## src/rtl/lvl_intc_pkg.sv

```systemverilog
package lvl_intc_pkg;

    localparam int unsigned BUS_AW = 6;
    localparam int unsigned BUS_DW = 32;
    localparam int unsigned IDX_W  = BUS_AW - 2;

    typedef enum logic [IDX_W-1:0] {
        RG_IRQ_STAT = 4'h0,
        RG_RAW      = 4'h1,
        RG_EN_SET   = 4'h2,
        RG_EN_CLR   = 4'h3,
        RG_MODE     = 4'h4,
        RG_LEVEL    = 4'h5,
        RG_SRC_SEL  = 4'h6,
        RG_TEST     = 4'h7,
        RG_FIQ_STAT = 4'h8
    } reg_idx_e;

endpackage

```

## src/rtl/lvl_intc_regs.sv

```systemverilog
module lvl_intc_regs
    import lvl_intc_pkg::*;
#(
    parameter int unsigned NL = 10,
    parameter logic [NL-1:0] LOW_OK = 10'h014
) (
    input  logic              clk,
    input  logic              rst_n,
    input  logic              sel,
    input  logic              wr,
    input  logic [BUS_AW-1:0] addr,
    input  logic [BUS_DW-1:0] wdata,
    input  logic [NL-1:0]     irq_stat,
    input  logic [NL-1:0]     fiq_stat,
    input  logic [NL-1:0]     raw_stat,
    output logic [NL-1:0]     en,
    output logic [NL-1:0]     mode,
    output logic [NL-1:0]     level,
    output logic              src_sel,
    output logic [NL-1:0]     test_src,
    output logic [BUS_DW-1:0] rdata
);

    typedef struct packed {
        logic [NL-1:0]     en;
        logic [NL-1:0]     mode;
        logic [NL-1:0]     level;
        logic              src_sel;
        logic [NL-1:0]     test_src;
        logic [BUS_DW-1:0] rdata;
    } regs_t;

    regs_t st_d, st_q;
    logic [IDX_W-1:0] idx;
    logic [NL-1:0]    wbits;
    logic             unused_bits;

    assign idx         = addr[BUS_AW-1:2];
    assign wbits       = wdata[NL-1:0];
    assign unused_bits = ^{addr[1:0], wdata[BUS_DW-1:NL]};

    function automatic logic [BUS_DW-1:0] widen(input logic [NL-1:0] v);
        logic [BUS_DW-1:0] r;
        r = '0;
        r[NL-1:0] = v;
        return r;
    endfunction

    always_comb begin
        st_d = st_q;
        if (sel && wr) begin
            case (reg_idx_e'(idx))
                RG_EN_SET:  st_d.en       = st_q.en | wbits;
                RG_EN_CLR:  st_d.en       = st_q.en & ~wbits;
                RG_MODE:    st_d.mode     = wbits;
                RG_LEVEL:   st_d.level    = wbits & LOW_OK;
                RG_SRC_SEL: st_d.src_sel  = wdata[0];
                RG_TEST:    st_d.test_src = wbits;
                default:    ;
            endcase
        end
        if (sel && !wr) begin
            case (reg_idx_e'(idx))
                RG_IRQ_STAT: st_d.rdata = widen(irq_stat);
                RG_RAW:      st_d.rdata = widen(raw_stat);
                RG_EN_SET:   st_d.rdata = widen(st_q.en);
                RG_MODE:     st_d.rdata = widen(st_q.mode);
                RG_LEVEL:    st_d.rdata = widen(st_q.level);
                RG_SRC_SEL:  st_d.rdata = {{(BUS_DW-1){1'b0}}, st_q.src_sel};
                RG_TEST:     st_d.rdata = widen(st_q.test_src);
                RG_FIQ_STAT: st_d.rdata = widen(fiq_stat);
                default:     st_d.rdata = '0;
            endcase
        end
    end

    always_ff @(posedge clk or negedge rst_n) begin
        if (!rst_n) st_q <= '0;
        else        st_q <= st_d;
    end

    assign en       = st_q.en;
    assign mode     = st_q.mode;
    assign level    = st_q.level;
    assign src_sel  = st_q.src_sel;
    assign test_src = st_q.test_src;
    assign rdata    = st_q.rdata;

endmodule

```

## src/rtl/lvl_intc_cond.sv

```systemverilog
module lvl_intc_cond #(
    parameter int unsigned NL = 10,
    parameter logic [NL-1:0] LOW_OK = 10'h014
) (
    input  logic [NL-1:0] pins,
    input  logic [NL-1:0] test_src,
    input  logic          src_sel,
    input  logic [NL-1:0] level,
    output logic [NL-1:0] cond
);

    logic [NL-1:0] picked;

    assign picked = src_sel ? test_src : pins;

    for (genvar i = 0; i < NL; i++) begin : g_line
        if (LOW_OK[i]) begin : g_pol
            assign cond[i] = picked[i] ^ level[i];
        end else begin : g_fixed
            logic unused_lvl;
            assign unused_lvl = level[i];
            assign cond[i]    = picked[i];
        end
    end

endmodule

```

## src/rtl/lvl_intc_route.sv

```systemverilog
module lvl_intc_route #(
    parameter int unsigned NL = 10
) (
    input  logic          clk,
    input  logic          rst_n,
    input  logic [NL-1:0] cond,
    input  logic [NL-1:0] en,
    input  logic [NL-1:0] mode,
    output logic [NL-1:0] irq_stat,
    output logic [NL-1:0] fiq_stat,
    output logic [NL-1:0] raw_stat,
    output logic          irq_o,
    output logic          fiq_o
);

    typedef struct packed {
        logic [NL-1:0] irq_stat;
        logic [NL-1:0] fiq_stat;
        logic [NL-1:0] raw;
        logic          irq;
        logic          fiq;
    } route_t;

    route_t st_d, st_q;

    always_comb begin
        st_d.raw      = cond;
        st_d.irq_stat = cond & en & ~mode;
        st_d.fiq_stat = cond & en & mode;
        st_d.irq      = |st_d.irq_stat;
        st_d.fiq      = |st_d.fiq_stat;
    end

    always_ff @(posedge clk or negedge rst_n) begin
        if (!rst_n) st_q <= '0;
        else        st_q <= st_d;
    end

    assign irq_stat = st_q.irq_stat;
    assign fiq_stat = st_q.fiq_stat;
    assign raw_stat = st_q.raw;
    assign irq_o    = st_q.irq;
    assign fiq_o    = st_q.fiq;

endmodule

```

## src/rtl/lvl_intc.sv

```systemverilog
module lvl_intc
    import lvl_intc_pkg::*;
#(
    parameter int unsigned NUM_LINES = 10,
    parameter logic [NUM_LINES-1:0] LOW_OK_MASK = 10'h014
) (
    input  logic                 clk,
    input  logic                 rst_n,
    input  logic                 bus_sel,
    input  logic                 bus_wr,
    input  logic [BUS_AW-1:0]    bus_addr,
    input  logic [BUS_DW-1:0]    bus_wdata,
    output logic [BUS_DW-1:0]    bus_rdata,
    input  logic [NUM_LINES-1:0] irq_src,
    output logic                 irq_o,
    output logic                 fiq_o
);

    logic [NUM_LINES-1:0] en_w, mode_w, level_w, test_w;
    logic [NUM_LINES-1:0] cond_w, irq_stat_w, fiq_stat_w, raw_w;
    logic                 src_sel_w;

    lvl_intc_regs #(.NL(NUM_LINES), .LOW_OK(LOW_OK_MASK)) u_regs (
        .clk      (clk),
        .rst_n    (rst_n),
        .sel      (bus_sel),
        .wr       (bus_wr),
        .addr     (bus_addr),
        .wdata    (bus_wdata),
        .irq_stat (irq_stat_w),
        .fiq_stat (fiq_stat_w),
        .raw_stat (raw_w),
        .en       (en_w),
        .mode     (mode_w),
        .level    (level_w),
        .src_sel  (src_sel_w),
        .test_src (test_w),
        .rdata    (bus_rdata)
    );

    lvl_intc_cond #(.NL(NUM_LINES), .LOW_OK(LOW_OK_MASK)) u_cond (
        .pins     (irq_src),
        .test_src (test_w),
        .src_sel  (src_sel_w),
        .level    (level_w),
        .cond     (cond_w)
    );

    lvl_intc_route #(.NL(NUM_LINES)) u_route (
        .clk      (clk),
        .rst_n    (rst_n),
        .cond     (cond_w),
        .en       (en_w),
        .mode     (mode_w),
        .irq_stat (irq_stat_w),
        .fiq_stat (fiq_stat_w),
        .raw_stat (raw_w),
        .irq_o    (irq_o),
        .fiq_o    (fiq_o)
    );

endmodule

```

## config.mk

```make
export PLATFORM = sky130hd
export DESIGN_NAME = lvl_intc
export DESIGN_NICKNAME = d
export VERILOG_FILES = /design/src/rtl/lvl_intc_pkg.sv /design/src/rtl/lvl_intc_regs.sv /design/src/rtl/lvl_intc_cond.sv /design/src/rtl/lvl_intc_route.sv /design/src/rtl/lvl_intc.sv
export SDC_FILE = /design/constraint.sdc
export NUM_CORES = 1
export LEC_CHECK = 0
export ABC_AREA = 1
export CAP_MARGIN = 15
export CORE_MARGIN = 2
export CORE_UTILIZATION = 40
export CTS_CLUSTER_DIAMETER = 50
export DETAILED_ROUTE_END_ITERATION = 16
export GPL_ROUTABILITY_DRIVEN = 0
export GPL_TIMING_DRIVEN = 0
export PLACE_DENSITY = 0.66
export SLEW_MARGIN = 10
export SYNTH_ARGS = -nofsm -noshare
export SYNTH_HDL_FRONTEND = slang
export SYNTH_HIERARCHICAL = 1
export SYNTH_SLANG_ARGS = --single-unit
export TNS_END_PERCENT = 20
```

## constraint.sdc

```tcl
create_clock -name clk -period 1.3 [get_ports clk]
set_input_delay 0.325 -clock clk [delete_from_list [all_inputs] [get_ports clk]]
set_output_delay 0.325 -clock clk [all_outputs]
set_load 0.1 [all_outputs]
```

# Yosys cells after proc, flatten, opt, wreduce, memory -nomap -nowiden
# Cells that the tools add are included.
[op_classes] n_reduce_logical=12 n_bitwise=9 n_eq_ne=8 muxes=3
[ops] operator="$pmux 10 s8" n=1
[ops] operator="$and 10x10->10" n=4
[ops] operator="$not 10->10" n=2
[ops] operator="$pmux 10 s2" n=1
[ops] operator="$reduce_or 10->1" n=2
[ops] operator="$eq 4x3->1 const B" n=4
[ops] operator="$mux 10" n=1
[ops] operator="$or 10x10->10" n=1
[ops] operator="$reduce_and 2->1" n=5
[ops] operator="$eq 4x2->1 const B" n=2
[ops] operator="$eq 4x1->1 const B" n=1
[ops] operator="$eq 4x4->1 const B" n=1
[ops] operator="$logic_not 4->1" n=1
[ops] operator="$logic_and 1x1->1" n=2
[ops] operator="$reduce_bool 2->1" n=1
[ops] operator="$xor 1x1->1" n=2
[ops] operator="$logic_not 1->1" n=1
[totals] output_inout_bits=34 elab_cells=43 in_bits=52 reg_bits=97

# Depth between registers and ports, before layout
# Gate-level depths: netlist (run 1).
[logic_depth] word_depth=5 mapped_depth=9 depth_no_buf=8

# Modules after synthesis
# The synthesis (run 1) kept the hierarchy.
[by_module_without_submodules] mod="lvl_intc_regs" seq_area_each_um2=1076.0 area_per_inst_um2=2567.5 n_inst=1 cells_each=358
[by_module_without_submodules] mod="lvl_intc_route" seq_area_each_um2=800.8 area_per_inst_um2=1096.1 n_inst=1 cells_each=94
[by_module_without_submodules] mod="lvl_intc_cond" seq_area_each_um2=0.0 area_per_inst_um2=192.7 n_inst=1 cells_each=47

# Worst setup path before layout (run 1)
# No wires, ideal clock.
[synth_path] path_type="register to output" from="register u_regs.st_q (netlist bit u_regs/rdata[0])" to="output bus_rdata[0]" required_ns=0.975 setup_slack_ns=0.077 stages_incl_launch_ff=1 path_buffers=0 t_arrival_ns=0.898 cell_sequence="dfrtp_1"
[synth_rtl] item="start: declaration" line="lvl_intc_regs.sv:33" text="regs_t st_d, st_q;"
[synth_rtl] item="start signal: assignment" line="lvl_intc_regs.sv:79" text="else st_q <= st_d;"
[synth_rtl] item="end: declaration" line="lvl_intc.sv:13" text="output logic [BUS_DW-1:0] bus_rdata,"
# No word-level cell between the ends.

==> results of run 1 <==
## how the worst min path moves through the flow
stage | end | slack [ns] | cells past startpoint
after CTS | u_regs/rdata[7] | 0.41 | 2
after global routing | u_regs/rdata[8] | 0.44 | 2
final | u_regs/rdata[8] | 0.41 | 2
after detailed placement | u_regs/rdata[7] | 0.24 | 1
after global placement | u_regs/rdata[3] | 0.47 | 2
after floorplan | asynchronous set/reset pin | 0.03 | 0
## report_power, final
group / leakage, nW / switching (mW) / internal (mW)
clock network: 0.109 / 0.794 / 1.17
registers: 0.975 / 0.359 / 2.72
logic: 1.66 / 1.38 / 0.627
total: 2.74 / 2.54 / 4.51
## final cells by class
cell class | count | area share
inverter | 60 | 0.0461
tap | 129 | 0.0331
sequential | 75 | 0.384
timing repair buffer | 48 | 0.112
clock buffer | 12 | 0.0318
buffer | 40 | 0.0628
multi-input combinational | 337 | 0.318
clock inverter | 2 | 0.0123
## placed cells by master, fill, tap and decap left out
cell / instances
buf_12: 5
buf_16: 1
buf_2: 5
buf_4: 37
buf_6: 8
buf_8: 4
bufinv_16: 2
clkbuf_1: 1
clkbuf_2: 2
clkbuf_8: 11
clkdlybuf4s15_1: 1
clkdlybuf4s50_1: 20
conb_1: 22
dfrtp_1: 75
dlygate4sd2_1: 2
dlygate4sd3_1: 1
dlymetal6s2s_1: 2
inv_1: 56
inv_2: 4
nand2_1: 158
nand2_2: 4
nand2_4: 1
nand3_1: 74
nand3_2: 11
nand3b_1: 3
nor2_1: 22
nor2_2: 4
nor2_4: 4
nor3b_4: 1
o21ai_0: 9
o21ai_1: 24
## stage by stage
stage | TNS [ns] | utilization | hold slack [ns]
2_1_floorplan | 0 | - | 0.0294
3_3_place_gp | -226.39 | 0.479 | 0.467
3_5_place_dp | -30.43 | 0.482 | 0.238
4_1_cts | -0.200 | 0.517 | 0.412
5_1_grt | -0.357 | 0.529 | 0.443
6_report | -0.175 | 0.529 | 0.409
## repair_timing
action                                  CTS  global route
buffers inserted                          3             3
gates cloned                              1             0
endpoints found under the setup margin   57            43
hold buffers                              1             0
pin swaps                                 1             4
endpoints found under the hold margin    21             0
resized for setup                       107            30
## per-layer routing
metal  wire length (um)  vias up  share of wire
met5                  0        -              0
li1                   -     1647              -
met2               4520      144           0.47
met3                588       12          0.061
met1               4340     1509           0.45
met4                132        0          0.014
==> impl_metrics.env, run 1 <==
export IMPL_fin_crit_ns=1.39
export IMPL_critPathSlowestCell="dfrtp_1"
export IMPL_wl_per_cell_um=13.6
export IMPL_ys_warn_count=6
export IMPL_dr_pass1_iters=4
export IMPL_max_stage_delay_ns=0.41
export IMPL_setup_viol=2
export IMPL_grt_use_met2=0.316
export IMPL_fillers=883
export IMPL_crit_family="simple AND/OR/NAND/NOR gates"
export IMPL_rr_worst_depth=8
export IMPL_regArea_um2=1880
export IMPL_drc=0
export IMPL_layout_nets=623
export IMPL_final_max_slew_viol_count=0
export IMPL_vias=3312
export IMPL_power_density_nw_per_um2=1440
export IMPL_grt_pass1_wl_mm=15.4
export IMPL_max_freq_mhz=720
export IMPL_clkSinkCount=75
export IMPL_cts_root_buf="clkbuf_8"
export IMPL_synthesis_instances=491
export IMPL_rows=35
export IMPL_p_leak_nw=2.74
export IMPL_drt_iter0_drc=375
export IMPL_r2r_setup_slack_ns=-0.09
export IMPL_cp_cell_sequence="buf_4 -> nand2_1 -> nand3_2 -> nand2_2 -> nand3_2 -> nand2_1 -> nor2_1 -> nand3_1"
export IMPL_clock_latency_ns=0.34
export IMPL_stdcell_count=703
export IMPL_fin_skew_ns=0.0116
export IMPL_grt_total_usage=0.195
export IMPL_drt_vias_per_instance=4.71
export IMPL_end_kind="register"
export IMPL_grt_pass1_vias=3097
export IMPL_rsz0062_at_grt="yes"
export IMPL_dieWidth_um=101
export IMPL_finalCritPeriodShare=1.07
export IMPL_dp_slack_ns=-0.693
export IMPL_worstSetupStartpoint="u_regs/src_sel"
export IMPL_placed_area_um2=4450
export IMPL_finalInstanceArea_um2=4880
export IMPL_top_usage_layer="met2"
export IMPL_drv_cap=0
export IMPL_place_port_buffers=39
export IMPL_outcome="complete, but fails checks"
export IMPL_path_class="reg -> reg"
export IMPL_synth_area_per_cell_um2=7.73
export IMPL_io_pins=86
export IMPL_routed_wl_mm=9.59
export IMPL_cp_start_kind="register"
export IMPL_hold_violations=0
export IMPL_die_area_um2=10300
export IMPL_antenna_found_initial=0
export IMPL_dp_hpwl_mm=6.96
export IMPL_arrival_ns=1.61
export IMPL_syn_to_final_growth_pct=28.6
export IMPL_required_ns=1.52
export IMPL_start_util=0.411
export IMPL_cts_made_buffers=9
export IMPL_path_buf_inv=1
export IMPL_hold_path_class="in -> async"
export IMPL_setup_slack_ns=-0.0895
export IMPL_gr_usage_met1=0.272
export IMPL_drive_gt1_frac=0.181
export IMPL_ir_drop_uv=972
export IMPL_ant_nets=0
export IMPL_multiInputGateArea_um2=1550
export IMPL_clkTransAtPathRegs_ns=0.08
export IMPL_cts_tree="built"
export IMPL_syn_cell_area_um2=3800
export IMPL_overflow=0
export IMPL_violations="negative setup slack"
export IMPL_worst_path_max_fanout=10
export IMPL_p_total_mw=7.05
export IMPL_cp_depth=8
export IMPL_n_antenna_cell=0
export IMPL_dp_cells=681
export IMPL_r2r_end="u_route/irq_o"
export IMPL_fp_dieH_um=101
export IMPL_htree_levels=3
export IMPL_grt_max_degree=55
export IMPL_r2r_start="u_regs/src_sel"
export IMPL_core_area_um2=9240
export IMPL_grt_use_met3=0.0221
export IMPL_cts_buffer_depth=2
export IMPL_cp_endpoint="u_route/irq_o"
(Power assumes the default switching activity.)
==> run 2: changes to the inputs <==
- CELL_PAD_IN_SITES_DETAIL_PLACEMENT: not set -> 1
- CELL_PAD_IN_SITES_GLOBAL_PLACEMENT: not set -> 2
- CORE_UTILIZATION: 40 -> 29
- PLACE_DENSITY: 0.66 -> not set
- PLACE_DENSITY_LB_ADDON: not set -> 0.1
==> run 2 against run 1 <==
Design area grew 5.3%. Flip-flop and latch count is the same. The run still ends with negative setup slack left. Critical path type unchanged. Critical path depth is the same.
==> impl_metrics.env, run 2 (synthesized netlist as in run 1, its figures left out) <==
export IMPL_drt_iter0_drc=88
export IMPL_dp_slack_ns=-0.755
export IMPL_rows=41
export IMPL_cp_common_cell="nand3_2"
export IMPL_fin_crit_ns=1.37
export IMPL_grt_max_degree=63
export IMPL_comb_power_share=0.279
export IMPL_fp_dieH_um=118
export IMPL_drc=0
export IMPL_routed_wl_mm=12.1
export IMPL_dieWidth_um=118
export IMPL_cts_buffer_depth=2
export IMPL_r2r_start="u_regs/src_sel"
export IMPL_max_freq_mhz=729
export IMPL_io_pins=86
export IMPL_place_port_buffers=39
export IMPL_cp_cell_sequence="inv_4 -> buf_6 -> nand2_2 -> nand3_2 -> nand2_4 -> nand3_2 -> nand2_1 -> nand3b_1"
export IMPL_clkSinkCount=75
export IMPL_hold_violations=0
export IMPL_setup_viol=2
export IMPL_antenna_found_initial=0
export IMPL_p_leak_nw=2.79
export IMPL_required_ns=1.50
export IMPL_worst_path_max_fanout=5
export IMPL_arrival_ns=1.57
export IMPL_fillers=1593
export IMPL_overflow=0
export IMPL_vias=3352
export IMPL_path_buf_inv=2
export IMPL_power_density_nw_per_um2=1470
export IMPL_outcome="complete, but fails checks"
export IMPL_fin_setup_tns_ns=-0.128
export IMPL_hold_path_class="in -> async"
export IMPL_finalCritPeriodShare=1.06
export IMPL_critPathSlowestCell="dfrtp_2"
export IMPL_drive_gt1_frac=0.230
export IMPL_cts_made_buffers=9
export IMPL_hold_slack_ns=0.394
export IMPL_violations="negative setup slack"
export IMPL_core_area_um2=12700
export IMPL_cts_tree="built"
export IMPL_final_max_slew_viol_count=0
export IMPL_cp_start_kind="register"
export IMPL_grt_total_usage=0.178
export IMPL_cts_root_buf="clkbuf_16"
export IMPL_ant_nets=0
export IMPL_final_common_cell="nand2_1"
export IMPL_worstSetupStartpoint="u_regs/src_sel"
export IMPL_max_stage_delay_ns=0.44
export IMPL_dp_hpwl_mm=8.70
export IMPL_path_class="reg -> reg"
export IMPL_grt_pass1_wl_mm=19.1
export IMPL_start_util=0.298
export IMPL_setup_slack_ns=-0.0716
export IMPL_r2r_end="u_route/fiq_o"
export IMPL_p_switching_mw=2.85
export IMPL_htree_levels=3
export IMPL_end_kind="register"
export IMPL_multiInputGateArea_um2=1650
export IMPL_stdcell_count=754
export IMPL_regArea_um2=1880
export IMPL_fin_skew_ns=0.00535
export IMPL_internal_power_mw=4.72
export IMPL_drt_vias_per_instance=4.45
export IMPL_power_frac_seq=0.413
export IMPL_cp_depth=8
export IMPL_finalInstanceArea_um2=5140
export IMPL_layout_nets=629
export IMPL_rsz0062_at_grt="yes"
export IMPL_n_antenna_cell=0
export IMPL_dr_pass1_iters=4
export IMPL_clock_latency_ns=0.33
export IMPL_grt_pass1_vias=3492
export IMPL_crit_family="simple AND/OR/NAND/NOR gates"
export IMPL_wl_per_cell_um=16.0
export IMPL_dp_cells=724
export IMPL_drv_cap=0
export IMPL_r2r_setup_slack_ns=-0.07
export IMPL_placed_area_um2=4510
export IMPL_cp_endpoint="u_route/fiq_o"
export IMPL_ir_drop_uv=866
export IMPL_clkTransAtPathRegs_ns=0.06
export IMPL_die_area_um2=14000
export IMPL_swShare=0.376
export IMPL_rr_worst_depth=8
export IMPL_clockPowerShare=0.307
export IMPL_mostFrequentLayoutCells="149 x nand2_1, 74 x dfrtp_1, 66 x nand3_1, 56 x inv_1, 39 x buf_4"
export IMPL_syn_to_final_growth_pct=35.5
run 2: cell types whose count changed in the layout (fill, tap and decap cells not counted), moves of 6 or more:
cell and change:
clkbuf_16 +10, buf_6 +9, nand2_1 -9, nand3_2 +6, nand3_1 -8, clkbuf_8 -10, nand2_2 +8
run 2: worst register-to-register path: cells and delay by family, from the launching register on:
family,cells,cell delay (ns)
flops,1,0.44
buf+inv,2,0.23
simple gates,6,0.55
run 2: how the worst min path moves through the flow:
stage / startpoint / cells past startpoint / end / slack [ns]
2_1_floorplan: rst_n / 0 / asynchronous set/reset pin / 0.03
3_3_place_gp: u_regs/rdata[3] / 2 / u_regs/rdata[3] / 0.46
3_5_place_dp: rst_n / 1 / u_regs/rdata[4] / 0.20
4_1_cts: rst_n / 2 / u_regs/rdata[1] / 0.39
5_1_grt: rst_n / 2 / u_regs/rdata[1] / 0.43
6_report: rst_n / 2 / u_regs/rdata[1] / 0.39
run 2: repair_timing:
item,4_1_cts,5_1_grt
resized for setup,118,40
hold buffers,1,0
endpoints found under the hold margin,13,0
pin swaps,6,13
buffers inserted,6,4
gates cloned,2,1
endpoints found under the setup margin,61,48
run 2: power groups by stage:
stage | Combinational (mW) | Clock [mW] | Sequential (mW)
2_1_floorplan | 0.968 | 0 | 3.40
3_3_place_gp | 1.85 | 0 | 3.11
3_5_place_dp | 1.89 | 0 | 3.13
4_1_cts | 2.01 | 2.38 | 3.10
5_1_grt | 2.30 | 2.49 | 3.18
6_report | 2.12 | 2.33 | 3.13
run 2: final cells by class:
| cell class | count | area share |
|---|---|---|
| Tap cell | 172 | 0.0418 |
| Timing Repair inverter | 1 | 0.00146 |
| Clock buffer | 12 | 0.0479 |
| Inverter | 60 | 0.0450 |
| Buffer | 40 | 0.0628 |
| Timing Repair Buffer | 53 | 0.110 |
| Clock inverter | 4 | 0.00511 |
| Sequential cell | 75 | 0.365 |
| Multi-Input combinational cell | 337 | 0.320 |
run 2: stage by stage:
stage	power, mW	utilization
CTS	7.48	0.390
detailed placement	5.02	0.354
global route	7.96	0.404
finish	7.57	0.404
global placement	4.96	0.352
floorplan	4.37	-
run 2: layer usage:
metal / routed length (um) / global-route usage / part of all wire / vias to the layer above
met2: 5660 / 0.279 / 0.47 / 72
met5: 0 / 0 / 0 / -
met4: 218 / 0.0729 / 0.018 / 0
met3: 454 / 0.0232 / 0.038 / 11
li1: - / - / - / 1667
met1: 5730 / 0.248 / 0.48 / 1602
==> run 3: changes to the inputs <==
- SLEW_MARGIN: 10 -> not set
==> run 3 against run 2 <==
The run still ends with negative setup slack left. Largest power group unchanged. Sequential share of layout area decreased by 0.57 points. Maximum frequency grew 1.0%. Global-route usage down 0.37 points. Design area increased by 1.6%. Critical path type unchanged. Critical endpoint unchanged. Count of clock-buffer cells in the layout is the same. Via count grew 0.69%. Clock power is 8% higher. Register-to-register slack hardly changed.
==> impl_metrics.env, run 3 (synthesized netlist as in run 1, its figures left out) <==
export IMPL_drt_vias_per_instance=4.45
export IMPL_arrival_ns=1.55
export IMPL_cp_depth=8
export IMPL_cp_endpoint="u_route/fiq_o"
export IMPL_cts_root_buf="clkbuf_16"
export IMPL_core_area_um2=12700
export IMPL_cts_tree="built"
export IMPL_vias=3375
export IMPL_outcome="complete, but fails checks"
export IMPL_multiInputGateArea_um2=1680
export IMPL_end_kind="register"
export IMPL_r2r_start="u_regs/src_sel"
export IMPL_setup_viol=2
export IMPL_r2r_end="u_route/fiq_o"
export IMPL_antenna_found_initial=0
export IMPL_dp_hpwl_mm=8.69
export IMPL_max_stage_delay_ns=0.45
export IMPL_worstSetupStartpoint="u_regs/src_sel"
export IMPL_wl_per_cell_um=16.4
export IMPL_ir_drop_uv=902
export IMPL_place_port_buffers=39
export IMPL_final_max_slew_viol_count=0
export IMPL_clkTransAtPathRegs_ns=0.06
export IMPL_violations="negative setup slack"
export IMPL_io_pins=86
export IMPL_n_antenna_cell=0
export IMPL_htree_levels=3
export IMPL_ant_nets=0
export IMPL_finalCritPeriodShare=1.04
export IMPL_p_total_mw=7.82
export IMPL_grt_pass1_wl_mm=18.8
export IMPL_worst_path_max_fanout=5
export IMPL_rsz0062_at_grt="yes"
export IMPL_mostFrequentLayoutCells="147 x nand2_1, 74 x dfrtp_1, 67 x nand3_1, 55 x inv_1, 42 x buf_4"
export IMPL_cts_buffer_depth=2
export IMPL_clkSinkCount=75
export IMPL_path_class="reg -> reg"
export IMPL_dr_pass1_iters=4
export IMPL_fin_setup_tns_ns=-0.111
export IMPL_grt_pass1_vias=3432
export IMPL_drt_iter0_drc=125
export IMPL_grt_max_degree=66
export IMPL_cts_made_buffers=9
export IMPL_dieWidth_um=118
export IMPL_routed_wl_mm=12.4
export IMPL_syn_to_final_growth_pct=37.6
export IMPL_clock_latency_ns=0.33
export IMPL_critPathSlowestCell="dfrtp_2"
export IMPL_regArea_um2=1880
export IMPL_crit_family="simple AND/OR/NAND/NOR gates"
export IMPL_final_common_cell="nand2_1"
export IMPL_fp_dieH_um=118
export IMPL_rows=41
export IMPL_cp_common_cell="nand2_4"
export IMPL_drc=0
export IMPL_overflow=0
export IMPL_fillers=1590
export IMPL_start_util=0.298
export IMPL_drive_gt1_frac=0.242
export IMPL_required_ns=1.49
export IMPL_die_area_um2=14000
export IMPL_max_freq_mhz=736
export IMPL_setup_slack_ns=-0.0579
export IMPL_fin_skew_ns=0.00471
export IMPL_r2r_setup_slack_ns=-0.06
export IMPL_hold_violations=0
export IMPL_grt_total_usage=0.175
export IMPL_layout_nets=633
export IMPL_cp_cell_sequence="inv_4 -> buf_8 -> nand2_4 -> nand3_2 -> nand2_4 -> nand3_4 -> nand2_1 -> nand3b_1"
export IMPL_path_buf_inv=2
export IMPL_hold_path_class="in -> async"
export IMPL_power_density_nw_per_um2=1500
export IMPL_p_leak_nw=2.83
export IMPL_rr_worst_depth=8
export IMPL_fin_crit_ns=1.36
export IMPL_cp_start_kind="register"
export IMPL_drv_cap=0
## run 3: how the worst min path moves through the flow
stage,startpoint,endpoint,slack (ns),cells past startpoint
2_1_floorplan,rst_n,asynchronous set/reset pin,0.03,0
3_3_place_gp,u_regs/rdata[3],u_regs/rdata[3],0.46,2
3_5_place_dp,rst_n,u_regs/rdata[0],0.18,1
4_1_cts,rst_n,u_route/irq_o,0.38,2
5_1_grt,rst_n,u_regs/rdata[9],0.39,2
6_report,rst_n,u_route/irq_o,0.38,2
## run 3: final cells by class
class / count / share of cell area
tap: 172 / 0.0412
timing repair buffer: 56 / 0.113
buffer: 40 / 0.0618
sequential: 75 / 0.360
inverter: 60 / 0.0443
timing repair inverter: 1 / 0.00144
clock inverter: 4 / 0.00958
multi-input combinational: 338 / 0.322
clock buffer: 12 / 0.0472
## run 3: power by group
group | internal [mW] | switching [mW] | leakage (nW)
combinational | 0.689 | 1.50 | 1.72
sequential | 2.72 | 0.399 | 0.973
clock | 1.54 | 0.975 | 0.139
total | 4.95 | 2.87 | 2.83
## run 3: routing by layer
metal | track usage | part of all wire
met5 | 0 | 0
met1 | 0.254 | 0.49
met2 | 0.271 | 0.48
met4 | 0.0513 | 0.0087
met3 | 0.0232 | 0.023
## run 3: what timing repair did
| action | 4_1_cts | 5_1_grt |
|---|---|---|
| resized for setup | 113 | 52 |
| pin swaps | 5 | 12 |
| setup buffers | 5 | 7 |
| gates cloned | 1 | 4 |
| setup endpoints to repair | 60 | 49 |
| hold buffers | 1 | 0 |
| hold endpoints to repair | 10 | 0 |
## run 3: per-stage QoR
stage                     cell area, um2  setup slack (ns)  cells   util  hold WS, ns
after CTS                           4940            -0.113    747  0.389        0.378
after global placement              4480             -2.86    723  0.352        0.461
after floorplan                     3870            0.0773    512      -       0.0294
after global routing                5220            -0.146    758  0.411        0.390
after detailed placement            4510            -0.760    724  0.354        0.179
final                               5220           -0.0579    758  0.411        0.381
